### src/rtl/lhold_pkg.sv
package lhold_pkg;

   typedef enum logic [1:0] {
      PH_IDLE = 2'd0,
      PH_ADC  = 2'd1,
      PH_FLT  = 2'd2
   } phase_t;

   // ADC stage length: a power of two, doubling per code step
   function automatic int adc_span(input int base_log2, input int code);
      return 1 << (base_log2 + code);
   endfunction

   // Filter stage length: linear steps for codes 0..3, double steps for 4..6
   function automatic int flt_span(input int base, input int step, input int code);
      if (code < 4)
         return base + step * code;
      return base + 4 * step + 2 * step * (code - 4);
   endfunction

   function automatic int max2(input int a, input int b);
      return (a > b) ? a : b;
   endfunction

endpackage

### src/rtl/lhold_trig_merge.sv
module lhold_trig_merge #(
   parameter int N_EV = 3
) (
   input  logic [N_EV-1:0] ev,
   output logic            any_ev
);
   logic [N_EV:0] chain;

   assign chain[0] = 1'b0;
   for (genvar g = 0; g < N_EV; g++) begin : g_or
      assign chain[g+1] = chain[g] | ev[g];
   end
   assign any_ev = chain[N_EV];
endmodule

### src/rtl/lhold_span_decode.sv
module lhold_span_decode
   import lhold_pkg::*;
#(
   parameter int ADC_BASE_LOG2 = 4,
   parameter int FLT_BASE      = 16,
   parameter int FLT_STEP      = 4,
   parameter int LEN_W         = 8,
   parameter bit TABLE_DECODE  = 1'b1
) (
   input  logic [1:0]       adc_code,
   input  logic [2:0]       flt_code,
   output logic [LEN_W-1:0] adc_len,
   output logic [LEN_W-1:0] flt_len,
   output logic             perm
);
   localparam logic [2:0] PERM_CODE = 3'd7;

   assign perm = (flt_code == PERM_CODE);

   if (TABLE_DECODE) begin : g_table
      logic [LEN_W-1:0] adc_tab [4];
      logic [LEN_W-1:0] flt_tab [8];
      for (genvar a = 0; a < 4; a++) begin : g_adc
         assign adc_tab[a] = LEN_W'(adc_span(ADC_BASE_LOG2, a));
      end
      for (genvar f = 0; f < 7; f++) begin : g_flt
         assign flt_tab[f] = LEN_W'(flt_span(FLT_BASE, FLT_STEP, f));
      end
      assign flt_tab[7] = '0;
      assign adc_len = adc_tab[adc_code];
      assign flt_len = flt_tab[flt_code];
   end else begin : g_arith
      always_comb begin
         adc_len = LEN_W'(adc_span(ADC_BASE_LOG2, int'(adc_code)));
         if (perm)
            flt_len = '0;
         else
            flt_len = LEN_W'(flt_span(FLT_BASE, FLT_STEP, int'(flt_code)));
      end
   end
endmodule

### src/rtl/lhold_tick_counter.sv
module lhold_tick_counter #(
   parameter int W = 8
) (
   input  logic         clk,
   input  logic         rst,
   input  logic         clr,
   input  logic         tick,
   input  logic [W-1:0] len,
   output logic         done
);
   logic [W-1:0] cnt_q;
   logic [W:0]   cnt_inc;

   assign cnt_inc = {1'b0, cnt_q} + {{W{1'b0}}, 1'b1};
   // Compare with >= so a code lowered mid-stage ends on the next tick
   assign done    = tick & ~clr & (cnt_inc >= {1'b0, len});

   always_ff @(posedge clk) begin
      if (rst || clr)
         cnt_q <= '0;
      else if (tick)
         cnt_q <= done ? '0 : cnt_inc[W-1:0];
   end
endmodule

### src/rtl/lhold_phase_fsm.sv
module lhold_phase_fsm
   import lhold_pkg::*;
(
   input  logic   clk,
   input  logic   rst,
   input  logic   start,
   input  logic   adc_done,
   input  logic   flt_done,
   output phase_t phase
);
   phase_t phase_d;

   always_comb begin
      phase_d = phase;
      if (start)
         phase_d = PH_ADC;
      else begin
         unique case (phase)
            PH_ADC:  if (adc_done) phase_d = PH_FLT;
            PH_FLT:  if (flt_done) phase_d = PH_IDLE;
            default: phase_d = PH_IDLE;
         endcase
      end
   end

   always_ff @(posedge clk) begin
      if (rst)
         phase <= PH_IDLE;
      else
         phase <= phase_d;
   end
endmodule

### src/rtl/loop_hold_timer.sv
module loop_hold_timer
   import lhold_pkg::*;
#(
   parameter int ADC_BASE_LOG2 = 4,
   parameter int FLT_BASE      = 16,
   parameter int FLT_STEP      = 4,
   parameter bit SPLIT_CNT     = 1'b0,
   parameter bit TABLE_DECODE  = 1'b1
) (
   input  logic       clk,
   input  logic       rst,
   input  logic       adc_tick,
   input  logic       flt_tick,
   input  logic       ev_band_switch,
   input  logic       ev_lock_lost,
   input  logic       ev_power_up,
   input  logic [1:0] adc_code,
   input  logic [2:0] flt_code,
   output logic       hold_o
);
   localparam int N_EV    = 3;
   localparam int MAX_LEN = max2(adc_span(ADC_BASE_LOG2, 3),
                                 flt_span(FLT_BASE, FLT_STEP, 6));
   localparam int LEN_W   = $clog2(MAX_LEN + 1);

   if (ADC_BASE_LOG2 < 0 || ADC_BASE_LOG2 > 20) begin : g_bad_adc
      $error("ADC_BASE_LOG2 out of range");
   end
   if (FLT_BASE < 1 || FLT_STEP < 0) begin : g_bad_flt
      $error("filter span parameters out of range");
   end

   logic             any_ev;
   logic [LEN_W-1:0] adc_len;
   logic [LEN_W-1:0] flt_len;
   logic             perm;
   logic             adc_done;
   logic             flt_done;
   phase_t           phase;
   logic             in_adc;
   logic             in_flt;

   lhold_trig_merge #(.N_EV(N_EV)) u_merge (
      .ev     ({ev_power_up, ev_lock_lost, ev_band_switch}),
      .any_ev (any_ev)
   );

   lhold_span_decode #(
      .ADC_BASE_LOG2 (ADC_BASE_LOG2),
      .FLT_BASE      (FLT_BASE),
      .FLT_STEP      (FLT_STEP),
      .LEN_W         (LEN_W),
      .TABLE_DECODE  (TABLE_DECODE)
   ) u_decode (
      .adc_code (adc_code),
      .flt_code (flt_code),
      .adc_len  (adc_len),
      .flt_len  (flt_len),
      .perm     (perm)
   );

   assign in_adc = (phase == PH_ADC);
   assign in_flt = (phase == PH_FLT);

   if (SPLIT_CNT) begin : g_split
      lhold_tick_counter #(.W(LEN_W)) u_adc_cnt (
         .clk  (clk),
         .rst  (rst),
         .clr  (any_ev | ~in_adc),
         .tick (adc_tick & in_adc),
         .len  (adc_len),
         .done (adc_done)
      );
      lhold_tick_counter #(.W(LEN_W)) u_flt_cnt (
         .clk  (clk),
         .rst  (rst),
         .clr  (any_ev | ~in_flt | perm),
         .tick (flt_tick & in_flt),
         .len  (flt_len),
         .done (flt_done)
      );
   end else begin : g_shared
      logic             sh_tick;
      logic             sh_clr;
      logic [LEN_W-1:0] sh_len;
      logic             sh_done;

      assign sh_tick = in_adc ? adc_tick : (in_flt & flt_tick);
      assign sh_len  = in_adc ? adc_len : flt_len;
      assign sh_clr  = any_ev | (~in_adc & ~in_flt) | (in_flt & perm);

      lhold_tick_counter #(.W(LEN_W)) u_cnt (
         .clk  (clk),
         .rst  (rst),
         .clr  (sh_clr),
         .tick (sh_tick),
         .len  (sh_len),
         .done (sh_done)
      );
      assign adc_done = sh_done & in_adc;
      assign flt_done = sh_done & in_flt;
   end

   lhold_phase_fsm u_fsm (
      .clk      (clk),
      .rst      (rst),
      .start    (any_ev),
      .adc_done (adc_done),
      .flt_done (flt_done),
      .phase    (phase)
   );

   assign hold_o = (phase != PH_IDLE);
endmodule

### config.mk
export PLATFORM = sky130hd
export DESIGN_NAME = loop_hold_timer
export DESIGN_NICKNAME = d
export VERILOG_FILES = /design/src/rtl/lhold_pkg.sv /design/src/rtl/lhold_trig_merge.sv /design/src/rtl/lhold_span_decode.sv /design/src/rtl/lhold_tick_counter.sv /design/src/rtl/lhold_phase_fsm.sv /design/src/rtl/loop_hold_timer.sv
export SDC_FILE = /design/constraint.sdc
export NUM_CORES = 1
export LEC_CHECK = 0
export BUFFER_PORTS_ARGS = -buffer_cell sky130_fd_sc_hd__buf_2
export CELL_PAD_IN_SITES_DETAIL_PLACEMENT = 0
export CELL_PAD_IN_SITES_GLOBAL_PLACEMENT = 1
export CORE_UTILIZATION = 30
export CTS_BUF_LIST = sky130_fd_sc_hd__clkbuf_4 sky130_fd_sc_hd__clkbuf_8
export DETAILED_ROUTE_END_ITERATION = 6
export PLACE_DENSITY = 0.59
export SETUP_SLACK_MARGIN = 0.02
export SYNTH_ARGS = -nofsm -noshare
export SYNTH_HDL_FRONTEND = slang
export SYNTH_SLANG_ARGS = --single-unit
### constraint.sdc
create_clock -name clk -period 6.85 [get_ports clk]
set_input_delay 0.3425 -clock clk [delete_from_list [all_inputs] [get_ports clk]]
set_output_delay 0.3425 -clock clk [all_outputs]
set_load 0.01 [all_outputs]
==> After elaboration in Yosys (flattened, before gate mapping) <==
Memory sizes are Yosys's and may differ from the RTL's.
Cells that the tools add are included.
{ "classes": {"n_addsub": 1, "n_lt_le_gt_ge": 3, "eq_ne": 7, "mux": 12, "bitwise_logic": 16, "n_reduce_logical": 5} }
{ "op_table": {"columns": ["op", "count"], "rows": [
  ["$mux W8", 6],
  ["$bmux W8 S2", 1],
  ["$add A8 B1 Y9 const B", 1],
  ["$ge A9 B8 Y1", 1],
  ["$and A1 B1 Y1", 7],
  ["$ne A3 B3 Y1 const B", 2],
  ["$ge A4 B4 Y1 const B", 1],
  ["$mux W2", 2],
  ["$ne A2 B2 Y1 const B", 2],
  ["$not A3 Y4", 1],
  ["$or A1 B1 Y1", 4],
  ["$pmux W2 S2", 1],
  ["$reduce_and A2 Y1", 2],
  ["$eq A3 B3 Y1 const B", 1],
  ["$ge A3 B3 Y1 const B", 1],
  ["$not A1 Y1", 3],
  ["$not A2 Y3", 1],
  ["$eq A2 B1 Y1 const B", 1],
  ["$eq A2 B2 Y1 const B", 1],
  ["$mux W1", 2],
  ["$reduce_bool A2 Y1", 1],
  ["$reduce_or A2 Y1", 1],
  ["$logic_or A1 B1 Y1", 1]
]} }
{ "totals": {"ff_bits": 10, "rom_bits": 64, "inputBits": 12, "out_inout_bits": 1, "n_memories": 1} }
{ "mem_list": {"columns": ["name", "depth", "width", "read_ports", "rd_clocked_by_memory_dff", "wr", "line", "source"], "rows": [
  ["(no name shown)", 8, 8, 1, 0, 0, "lhold_span_decode.sv:31", "assign flt_len = flt_tab[flt_code];"]
]} }

==> Depth between registers and ports, before layout <==
Gate-level depths: netlist of the first run.
{ "logic_depth": {"word_depth": 12, "ltp_mapped": 12, "mapped_depth_nobuf": 10} }

==> Cells and area by module <==
Synthesis of the first run repeated with hierarchy kept, for this count alone.
{ "hier_totals": {"cells_unflattened": 132, "area_unflattened_um2": 1113.6} }
{ "by_module_without_submodules": {"columns": ["mod", "instances", "cells_each", "area_each_um2", "seq_area_each_um2"], "rows": [
  ["lhold_tick_counter", 1, 81, 679.4, 160.2],
  ["loop_hold_timer", 1, 22, 214.0, 0.0],
  ["lhold_span_decode", 1, 20, 127.6, 0.0],
  ["lhold_phase_fsm", 1, 8, 86.3, 40.0],
  ["lhold_trig_merge", 1, 1, 6.3, 0.0]
]} }

==> Least setup slack after synthesis of the first run <==
No wires, ideal clock.
{ "synth_path": {"path_kind": "reg-to-reg", "start": "register g_shared.u_cnt.cnt_q[0]", "end": "register g_shared.u_cnt.cnt_q[6]", "setup_time_ns": 0.076, "arrival_ns": 2.285, "required_ns": 6.774, "slack_ns": 4.488, "path_stages_with_launch": 12, "path_cell_list": "dfxtp_1 -> ha_1 -> nand4_1 -> or2_1 -> xnor2_1 -> ha_1 -> a21oi_1 -> o221ai_2 -> a41oi_2 -> buf_4 -> o211ai_1 -> a31oi_1"} }
{ "synth_via": {"elab_chain_len": 4} }
{ "synth_lines": {"columns": ["item", "line", "source"], "rows": [
  ["start, declared", "lhold_tick_counter.sv:11", "logic [W-1:0] cnt_q;"],
  ["start signal, assigned", "lhold_tick_counter.sv:22", "cnt_q <= done ? '0 : cnt_inc[W-1:0];"],
  ["$add A8 B1 Y9 (*)", "lhold_tick_counter.sv:14", "assign cnt_inc = {1'b0, cnt_q} + {{W{1'b0}}, 1'b1};"],
  ["$ge A9 B8 Y1", "lhold_tick_counter.sv:16", "assign done = tick & ~clr & (cnt_inc >= {1'b0, len});"],
  ["$and A1 B1 Y1", "lhold_tick_counter.sv:16", null],
  ["$mux W8 (*)", "lhold_tick_counter.sv:22", null]
]} }
Every way passes the cells marked *; elsewhere a longest branch is shown, timed or not.
A chain may end at the register's enable or synchronous reset.

==> Worst setup path after layout of the first run <==
Ends and elaborated chain as after synthesis.

==> results.json, run 1 <==
{
  "row_count": 19,
  "synth.most_common_cell": "nand2_1",
  "clkSinkCount": 10,
  "dpl_cell_area_um2": 965,
  "tightest_slew_ns": 0.582,
  "areaGrowthSynthToFinish_pct": 11.6,
  "reg2regPathDepth": 10,
  "yosysUniqueCellTypes": 34,
  "max_freq_ghz": 0.357,
  "h-tree-depth": 1,
  "synth-seq-area-share_pct": 22.3,
  "power_density_nw_per_um2": 138,
  "synth_edf_count": 0,
  "initial_core_util_pct": 32.0,
  "clock_latency_ns": 0.26,
  "async_reset_ff_share_pct": 0,
  "finalHoldViolCount": 0,
  "nFillCells": 306,
  "finalMaxSlewViolations": 0,
  "cap_viol_max_count": 0,
  "cts_buffers": 3,
  "r2r-start": "g_shared.u_cnt.cnt_q[0]$_SDFFE_PP0P_",
  "drt_iter0_drc": 30,
  "ys_ff_latch": 10,
  "rsz0062_at_grt": "no",
  "synth_top_area_cell": "dfxtp_1",
  "antenna_found_initial": 0,
  "vias_per_cell": 5.20,
  "die_h_um": 56.7,
  "stdcell_count": 157,
  "fin_hold_ws_ns": 0.319,
  "path_class": "flip-flop to flip-flop",
  "worstReg2RegEnd": "g_shared.u_cnt.cnt_q[6]$_SDFFE_PP0P_",
  "antennaDiodeCount": 0,
  "arrival_ns": 2.99,
  "cts_hold_buf": 0,
  "crit_start": "g_shared.u_cnt.cnt_q[0]$_SDFFE_PP0P_",
  "dp_cells": 153,
  "synth_top_area_share_pct": 22.3,
  "ys.flop_type": "dfxtp_1",
  "die-area_um2": 3210,
  "synth_area_um2": 897,
  "grt_max_degree": 14,
  "track_usage_pct": 13.2,
  "synthCells": 115,
  "maxSlewHeadroom_pct": 61.2,
  "min_period_ns": 2.80,
  "critPathSlowestCell": "a41oi_2",
  "wl_mm": 1.99,
  "crit_path_max_fanout": 11,
  "critical_path.cell_chain": "ha_1 > nand4_1 > or2_1 > xnor2_1 > ha_1 > a21oi_1 > o221ai_2 > a41oi_2 > o211ai_1 > a31oi_1",
  "crit_required_ns": 7.04,
  "regToRegSetupSlack_ns": 4.05,
  "overflow": 0,
  "drive_gt1_share_pct": 18.3,
  "wire_per_inst_um": 12.7,
  "violations": "design-rule violations",
  "first_pass_iters": 6,
  "die_w_um": 56.7,
  "status": "finished, violations left",
  "cts_setup_buffers": 0,
  "grt_pass1_wl_mm": 3.28,
  "synth_area_leaders": "dfxtp_1 (22%), ha_1 (14%), nand2_1 (6.7%), o211ai_1 (5.9%), xnor2_1 (4.9%)",
  "cp-start-kind": "flip-flop",
  "core_um2": 2810,
  "yosysWarnings": 0,
  "finish.instance_area_um2": 1000,
  "timing.critical_path.to": "g_shared.u_cnt.cnt_q[6]$_SDFFE_PP0P_",
  "p_total_uw": 138,
  "syn_area_per_cell_um2": 7.80,
  "vias": 817,
  "io_buffers": 12,
  "drc": 2,
  "hold_path_class": "primary input to flip-flop",
  "cts_tree": "yes",
  "post_cts_resized": 0,
  "dpl.hpwl_mm": 1.56,
  "cp_slowest_stage_delay_ns": 0.50,
  "post-route-period-util_pct": 40.9,
  "routabilityCongestion": 0.761,
  "synthTopCellsByCount": "nand2_1 (16), dfxtp_1 (10), ha_1 (10)",
  "io_pins": 13,
  "cts_root_buffer": "clkbuf_4",
  "setup_viol": 0,
  "ant_nets": 0,
  "peakVddDrop_uv": 73.9,
  "fin_tns_setup_ns": 0,
  "path_clk_slew_ns": 0.07,
  "syn_nets": 137,
  "crit_path_end_kind": "flip-flop",
  "clk_path_buf_depth": 2,
  "fin_skew_ns": 0.000282,
  "grt_pass1_vias": 693,
  "nNetsFinal": 149,
  "crit_top_cell": "ha_1",
  "leakage_nw": 0.366
}
## routing by layer
metal	global-route usage [%]	vias to the layer above	share of wire, %
li1	-	440	-
met4	5.36	0	0.81
met3	1.84	2	4.1
met2	18.5	10	42
met1	19.8	365	53
met5	0	-	0
## layout by cell type, fill, tap and decap left out, types with 2 or more instances in the layout
cell	n
buf_2	12
a21oi_1	8
inv_1	8
o211ai_1	7
nor2_1	5
xnor2_1	5
nand2_1	16
nand4_1	2
nor3_2	3
ha_1	10
nor3b_1	2
clkbuf_4	3
dfxtp_1	10
o21ai_0	4
nand3_1	8
o21ai_1	5
o22ai_1	2
## cell families after synthesis
kind of cell,synth area share [%]
simple gates,26.5
flops,22.3
compound gates,24.5
xor+xnor,5.86
fa+ha+maj,13.9
buf+inv,6.83
## per-stage QoR
stage | util (%) | worst slack (ns)
floorplan | - | 4.49
global placement | 34.4 | 4.15
detailed placement | 34.4 | 4.05
CTS | 35.7 | 4.03
global route | 35.7 | 3.84
finish | 35.7 | 4.05
## sequential cells by signal (all words and copies together) (netlist names)
signal / count
g_shared.u_cnt.cnt_q: 8
u_fsm.phase: 2
## power by group
part           switching [mW]  leakage, nW  internal, mW  total, mW
combinational          0.0161        0.264       0.00918     0.0253
clock                  0.0215       0.0210        0.0322     0.0538
sequential           0.000472       0.0809        0.0587     0.0592
## cell type report
class,count,area (um^2),area share [%]
multi-input cells,92,636,63.5
flip-flops and latches,10,200,20.0
inverters,8,30.0,3.00
clock buffers,4,36.3,3.62
repair buffers,12,60.1,6.00
well taps,31,38.8,3.88
## worst max-delay path, delay by kind of cell (launching register included)
family                     cells  cell delay [ns]
xor gates and xnor gates       1             0.14
DFF                            1             0.39
AOI/OAI and AO/OA              5             1.14
and+or+nand+nor                2             0.43
adders and majority gates      2             0.62
## how the worst min path moves through the flow
stage	start	endpoint	slack [ns]	depth (start not counted)
final	rst	u_fsm.phase[0]$_SDFFE_PP0P_	0.32	2
after global routing	rst	u_fsm.phase[0]$_SDFFE_PP0P_	0.31	2
after CTS	rst	u_fsm.phase[0]$_SDFFE_PP0P_	0.30	2
after detailed placement	g_shared.u_cnt.cnt_q[5]$_SDFFE_PP0P_	g_shared.u_cnt.cnt_q[5]$_SDFFE_PP0P_	0.48	2
after global placement	g_shared.u_cnt.cnt_q[5]$_SDFFE_PP0P_	g_shared.u_cnt.cnt_q[5]$_SDFFE_PP0P_	0.47	2
after floorplan	g_shared.u_cnt.cnt_q[7]$_SDFFE_PP0P_	g_shared.u_cnt.cnt_q[7]$_SDFFE_PP0P_	0.46	2
Note: power is estimated with default switching activity, not from simulation.
==> inputs of run 2 (changes only) <==
- ABC_AREA: unset -> 1
- PLACE_DENSITY: 0.59 -> 0.61
- clock period: 6.85 -> 2.9 ns (I/O delays scaled with it)
==> results.json, run 2 <==
{
  "status": "completed",
  "die_w_um": 55.7,
  "internal-power_uw": 235,
  "cts_buffers": 3,
  "nFillCells": 321,
  "synth-seq-area-share_pct": 23.2,
  "fin_skew_ns": 0.00484,
  "syn_nets": 151,
  "power_density_nw_per_um2": 322,
  "die-area_um2": 3100,
  "row_count": 19,
  "ys_ff_latch": 10,
  "muxShareOfSynthArea_pct": 0,
  "synth_area_um2": 865,
  "worstHoldStart": "rst",
  "drt_iter0_drc": 28,
  "cts_hold_buf": 0,
  "overflow": 0,
  "tightest_slew_ns": 0.294,
  "yosysWarnings": 0,
  "clockPowerShare_pct": 40.4,
  "cts_setup_buffers": 0,
  "io_pins": 13,
  "synth_top_area_share_pct": 23.2,
  "synth.most_common_cell": "nand2_1",
  "peakVddDrop_uv": 226,
  "synth-simple-area-share_pct": 38.1,
  "post_cts_resized": 0,
  "layout_commonest_cell": "nand2_1",
  "routabilityCongestion": 0.806,
  "antennaDiodeCount": 0,
  "yosysUniqueCellTypes": 25,
  "initial_core_util_pct": 31.6,
  "synth_area_leaders": "dfxtp_1 (23%), ha_1 (14%), nand2_1 (12%), nand3_1 (9.3%), inv_1 (7.4%)",
  "vias": 819,
  "track_usage_pct": 12.7,
  "regToRegSetupSlack_ns": 0.64,
  "synth_compound_area_share_pct": 10.3,
  "leakage_nw": 0.445,
  "nNetsFinal": 166,
  "io_buffers": 12,
  "synthTopCellsByCount": "nand2_1 (28), inv_1 (17), nand3_1 (16)",
  "cap_viol_max_count": 0,
  "syn_area_per_cell_um2": 6.70,
  "post-route-period-util_pct": 77.9,
  "crit_path_max_fanout": 9,
  "grt_pass1_vias": 725,
  "largest_reg_flops": 8,
  "dpl_cell_area_um2": 945,
  "wl_mm": 1.80,
  "wire_per_inst_um": 10.3,
  "synth_top_family_by_area": "simple AND/OR/NAND/NOR gates",
  "finalMaxSlewViolations": 0,
  "reg_top3": "g_shared.u_cnt.cnt_q (8), u_fsm.phase (2)",
  "drc": 0,
  "synth_xor_area_share_pct": 4.05,
  "clock_latency_ns": 0.27,
  "first_pass_iters": 4,
  "grt_max_degree": 13,
  "ys.flop_type": "dfxtp_1",
  "async_reset_ff_share_pct": 0,
  "comb_power_share_pct": 15.5,
  "h-tree-depth": 1,
  "crit_path_end_kind": "flip-flop",
  "rsz0062_at_grt": "no",
  "crit_start": "g_shared.u_cnt.cnt_q[0]$_SDFFE_PP0P_",
  "min_period_ns": 2.26,
  "synthAdderAreaFrac_pct": 14.5,
  "max_freq_ghz": 0.443,
  "drive_gt1_share_pct": 19.6,
  "switching_share_pct": 25.7,
  "finalHoldViolCount": 0,
  "setup_viol": 0,
  "fin_tns_setup_ns": 0,
  "power.switching_uw": 81.3,
  "crit_required_ns": 3.10,
  "clk_path_buf_depth": 2,
  "clkSinkCount": 10,
  "arrival_ns": 2.46,
  "finish.instance_area_um2": 981,
  "areaGrowthSynthToFinish_pct": 13.5,
  "final_cell_mix": "nand2_1 (28), inv_1 (17), nand3_1 (16)",
  "synth_edf_count": 0,
  "maxSlewHeadroom_pct": 80.4,
  "antenna_found_initial": 0,
  "ant_nets": 0,
  "synthCells": 129,
  "core_um2": 2730,
  "regMostFlops": "g_shared.u_cnt.cnt_q",
  "r2r-start": "g_shared.u_cnt.cnt_q[0]$_SDFFE_PP0P_",
  "grt_pass1_wl_mm": 3.17,
  "cp-start-kind": "flip-flop",
  "cts_root_buffer": "clkbuf_4",
  "hold_path_class": "primary input to flip-flop",
  "vias_per_cell": 4.71,
  "seq_power_share_pct": 44.0,
  "die_h_um": 55.7,
  "dpl.hpwl_mm": 1.48,
  "cts_tree": "yes",
  "path_clk_slew_ns": 0.07,
  "path_class": "flip-flop to flip-flop",
  "synth_top_area_cell": "dfxtp_1"
}
## run 2: cell count changes in the layout (fill, tap and decap cells not counted), sizes merged, moves of 7 or more
cell / before / now
nand2: 16 / 30
inv: 8 / 18
nand3: 8 / 18
nor2: 5 / 13
o211ai: 7 / 0
## run 2: through the flow
step | worst slack [ns] | std cells | power [mW] | util [%] | hold slack, ns
3_5_place_dp | 0.623 | 170 | 0.192 | 34.6 | 0.344
3_3_place_gp | 0.584 | 170 | 0.192 | 34.6 | 0.331
5_1_grt | 0.381 | 174 | 0.336 | 35.9 | 0.0763
2_1_floorplan | 0.945 | 129 | 0.177 | - | 0.214
6_report | 0.640 | 174 | 0.316 | 35.9 | 0.0641
4_1_cts | 0.607 | 174 | 0.322 | 35.9 | 0.0578
## run 2: power by group through the flow
stage / clock network [mW] / registers (mW) / logic [mW]
floorplan: 0 / 0.142 / 0.0343
global placement: 0 / 0.143 / 0.0493
detailed placement: 0 / 0.143 / 0.0498
CTS: 0.132 / 0.139 / 0.0502
global route: 0.139 / 0.139 / 0.0567
finish: 0.128 / 0.139 / 0.0491
## run 2: area by class of cell
type                            count  area (um^2)  area share (%)
Tap cell                           31         38.8            3.95
Sequential cell                    10          200            20.4
Clock buffer                        4         36.3            3.70
Inverter                           18         67.6            6.89
Timing Repair Buffer               12         60.1            6.12
Multi-Input combinational cell     99          578            58.9
## run 2: final timing paths
check,endpoint,depth (start not counted)
worst max-delay path,g_shared.u_cnt.cnt_q[5]$_SDFFE_PP0P_,12
worst min-delay path,u_fsm.phase[0]$_SDFFE_PP0P_,2
worst max register to register,g_shared.u_cnt.cnt_q[5]$_SDFFE_PP0P_,12
worst min register to register,u_fsm.phase[1]$_SDFFE_PP0P_,2
## run 2: worst max-delay path, cell delays in order, from the launching register on
cell	delay (ns)
dfxtp_1	0.39
ha_1	0.26
nand3_2	0.14
nor2_2	0.11
xor2_1	0.24
ha_1	0.28
nand2_1	0.07
nor2_1	0.05
a21oi_1	0.13
nand3_1	0.12
nand2_2	0.17
nand3_1	0.09
a21oi_1	0.13
## run 2: cells by family after synthesis
| family | after synthesis |
|---|---|
| flip-flops | 10 |
| XOR/XNOR | 4 |
| AO/OA/AOI/OAI | 17 |
| adder cells (fa/ha/maj) | 10 |
| buffers and inverters | 20 |
| AND/OR/NAND/NOR | 68 |
## run 2: per-layer routing
layer  global-route usage (%)  wire length [um]
met5                        0                 0
met4                     3.21                 6
met3                     2.79                29
met2                     20.5               826
met1                     17.2               936
==> inputs of run 3 (changes only) <==
- PLACE_DENSITY: 0.61 -> 0.64
- clock period: 2.9 -> 2 ns (I/O delays scaled with it)
==> results.json, run 3 (synthesis results as in run 2) <==
{
  "crit_top_cell": "nand3_4",
  "p_total_uw": 492,
  "cts_tree": "yes",
  "hold_path_class": "primary input to flip-flop",
  "comb_power_share_pct": 20.8,
  "regMostFlops": "g_shared.u_cnt.cnt_q",
  "nNetsFinal": 193,
  "cts_buffers": 3,
  "peakVddDrop_uv": 343,
  "fin_hold_ws_ns": 0.0701,
  "overflow": 0,
  "io_pins": 13,
  "drc": 0,
  "fin_tns_setup_ns": -0.0798,
  "die-area_um2": 3100,
  "worstReg2RegEnd": "g_shared.u_cnt.cnt_q[1]$_SDFFE_PP0P_",
  "crit_start": "g_shared.u_cnt.cnt_q[1]$_SDFFE_PP0P_",
  "h-tree-depth": 1,
  "grt_pass1_wl_mm": 3.75,
  "reg_top3": "g_shared.u_cnt.cnt_q (8), u_fsm.phase (2)",
  "rsz0062_at_grt": "yes",
  "fin_skew_ns": 0.000613,
  "setup_viol": 6,
  "power_density_nw_per_um2": 361,
  "timing.critical_path.to": "g_shared.u_cnt.cnt_q[1]$_SDFFE_PP0P_",
  "nFillCells": 262,
  "layout_commonest_cell": "nand2_1",
  "drive_gt1_share_pct": 47.6,
  "vias_per_cell": 4.76,
  "tightest_slew_ns": 0.277,
  "finish.instance_area_um2": 1360,
  "maxSlewHeadroom_pct": 81.5,
  "clkSinkCount": 10,
  "wl_mm": 2.16,
  "die_h_um": 55.7,
  "setup_ws_ns": -0.0176,
  "cp-start-kind": "flip-flop",
  "finalHoldViolCount": 0,
  "routabilityCongestion": 0.782,
  "antenna_found_initial": 0,
  "critical_path.cell_chain": "ha_4 > nand3_4 > nor2_4 > xor2_2 > ha_1 > nand2_1 > nor2_2 > a21oi_2 > nand3_4 > nand2_4 > nand3_1 > a21oi_1",
  "critPathSlowestCell": "dfxtp_4",
  "path_clk_slew_ns": 0.07,
  "grt_pass1_vias": 892,
  "dpl.hpwl_mm": 1.64,
  "multi_input_area_um2": 744,
  "crit_buf_inv": 0,
  "core_um2": 2730,
  "seq_power_share_pct": 40.3,
  "max_freq_ghz": 0.496,
  "grt_max_degree": 13,
  "crit_path_max_fanout": 5,
  "first_pass_iters": 4,
  "internal-power_uw": 356,
  "areaGrowthSynthToFinish_pct": 57.6,
  "vias": 957,
  "row_count": 19,
  "crit_required_ns": 2.20,
  "initial_core_util_pct": 31.6,
  "wire_per_inst_um": 10.8,
  "io_buffers": 12,
  "status": "finished, violations left",
  "clock_latency_ns": 0.27,
  "power.switching_uw": 136,
  "cp_slowest_stage_delay_ns": 0.38,
  "clk_path_buf_depth": 2,
  "leakage_nw": 0.650,
  "path_class": "flip-flop to flip-flop",
  "cts_root_buffer": "clkbuf_4",
  "drt_iter0_drc": 13,
  "ant_nets": 0,
  "switching_share_pct": 27.7,
  "largest_reg_flops": 8,
  "track_usage_pct": 15.3,
  "dp_worst_setup_slack_ns": -0.154,
  "clockPowerShare_pct": 39.0,
  "dpl_cell_area_um2": 1100,
  "arrival_ns": 2.22,
  "reg2regPathDepth": 12,
  "crit_path_end_kind": "flip-flop",
  "regToRegSetupSlack_ns": -0.02,
  "die_w_um": 55.7,
  "antennaDiodeCount": 0,
  "violations": "negative setup slack",
  "crit_cells": 12,
  "cap_viol_max_count": 0,
  "final_cell_mix": "nand2_1 (27), buf_4 (24), inv_1 (15)",
  "finalMaxSlewViolations": 0,
  "seq_area_um2": 214,
  "post-route-period-util_pct": 101,
  "critical_path.top_delay_family": "simple AND/OR/NAND/NOR gates",
  "r2r-start": "g_shared.u_cnt.cnt_q[1]$_SDFFE_PP0P_",
  "min_period_ns": 2.02
}
-- run 3: cell types whose count changed in the layout (fill, tap and decap cells not counted), moves of 3 or more --
cell	before	now
a21oi_1	12	6
a21oi_2	0	6
buf_4	0	24
dfxtp_1	10	5
dfxtp_4	0	3
ha_1	10	7
ha_4	0	3
nand3_1	16	13
nand3_4	0	3
xor2_1	3	0
xor2_2	0	3
-- run 3: final cells by class --
class                           count  area share [%]
Multi-Input combinational cell    100            54.6
Sequential cell                    10            15.7
Tap cell                           31            2.85
Clock buffer                        4            2.66
Inverter                           18            4.96
Timing Repair Buffer               38            19.2
-- run 3: how the worst min path moves through the flow --
stage / startpoint / end / cells after the start / slack [ns]
after global placement: rst / u_fsm.phase[0]$_SDFFE_PP0P_ / 2 / 0.29
after global routing: ev_lock_lost / u_fsm.phase[1]$_SDFFE_PP0P_ / 4 / 0.07
after detailed placement: rst / u_fsm.phase[0]$_SDFFE_PP0P_ / 2 / 0.30
after floorplan: rst / u_fsm.phase[0]$_SDFFE_PP0P_ / 1 / 0.17
after CTS: rst / u_fsm.phase[0]$_SDFFE_PP0P_ / 2 / 0.002
final: ev_power_up / u_fsm.phase[1]$_SDFFE_PP0P_ / 4 / 0.07
-- run 3: power groups by stage --
stage / Clock [mW] / Combinational, mW / Sequential (mW)
6_report: 0.192 / 0.102 / 0.198
5_1_grt: 0.209 / 0.114 / 0.198
4_1_cts: 0.197 / 0.0907 / 0.199
3_5_place_dp: 0 / 0.0817 / 0.206
3_3_place_gp: 0 / 0.0807 / 0.206
2_1_floorplan: 0 / 0.0498 / 0.206
-- run 3: metal layers --
| layer | part of all wire [%] | vias up | wire length, um | track usage, % |
|---|---|---|---|---|
| li1 | - | 500 | - | - |
| met3 | 1.9 | 3 | 41 | 2.09 |
| met1 | 46 | 442 | 1000 | 18.8 |
| met2 | 51 | 12 | 1090 | 27.7 |
| met5 | 0 | - | 0 | 0 |
| met4 | 1.2 | 0 | 25 | 4.29 |
-- run 3: through the flow --
step / util (%) / std cells
after detailed placement: 40.3 / 191
after global routing: 49.8 / 201
after global placement: 40.3 / 191
after floorplan: - / 129
after CTS: 47.6 / 199
final: 49.8 / 201
-- run 3: worst min-delay path, stage by stage --
cell and delay, ns:
buf_2 0.08, nor3_2 0.05, nand2_1 0.05, a21oi_1 0.03
-- run 3: repair_timing --
item / CTS / global route
endpoints found under the setup margin: 10 / 10
resized for setup: 31 / 12
endpoints found under the hold margin: 0 / 1
setup buffers: 3 / 1
pin swaps: 11 / 10
hold buffers: 0 / 1
gates cloned: 1 / 0
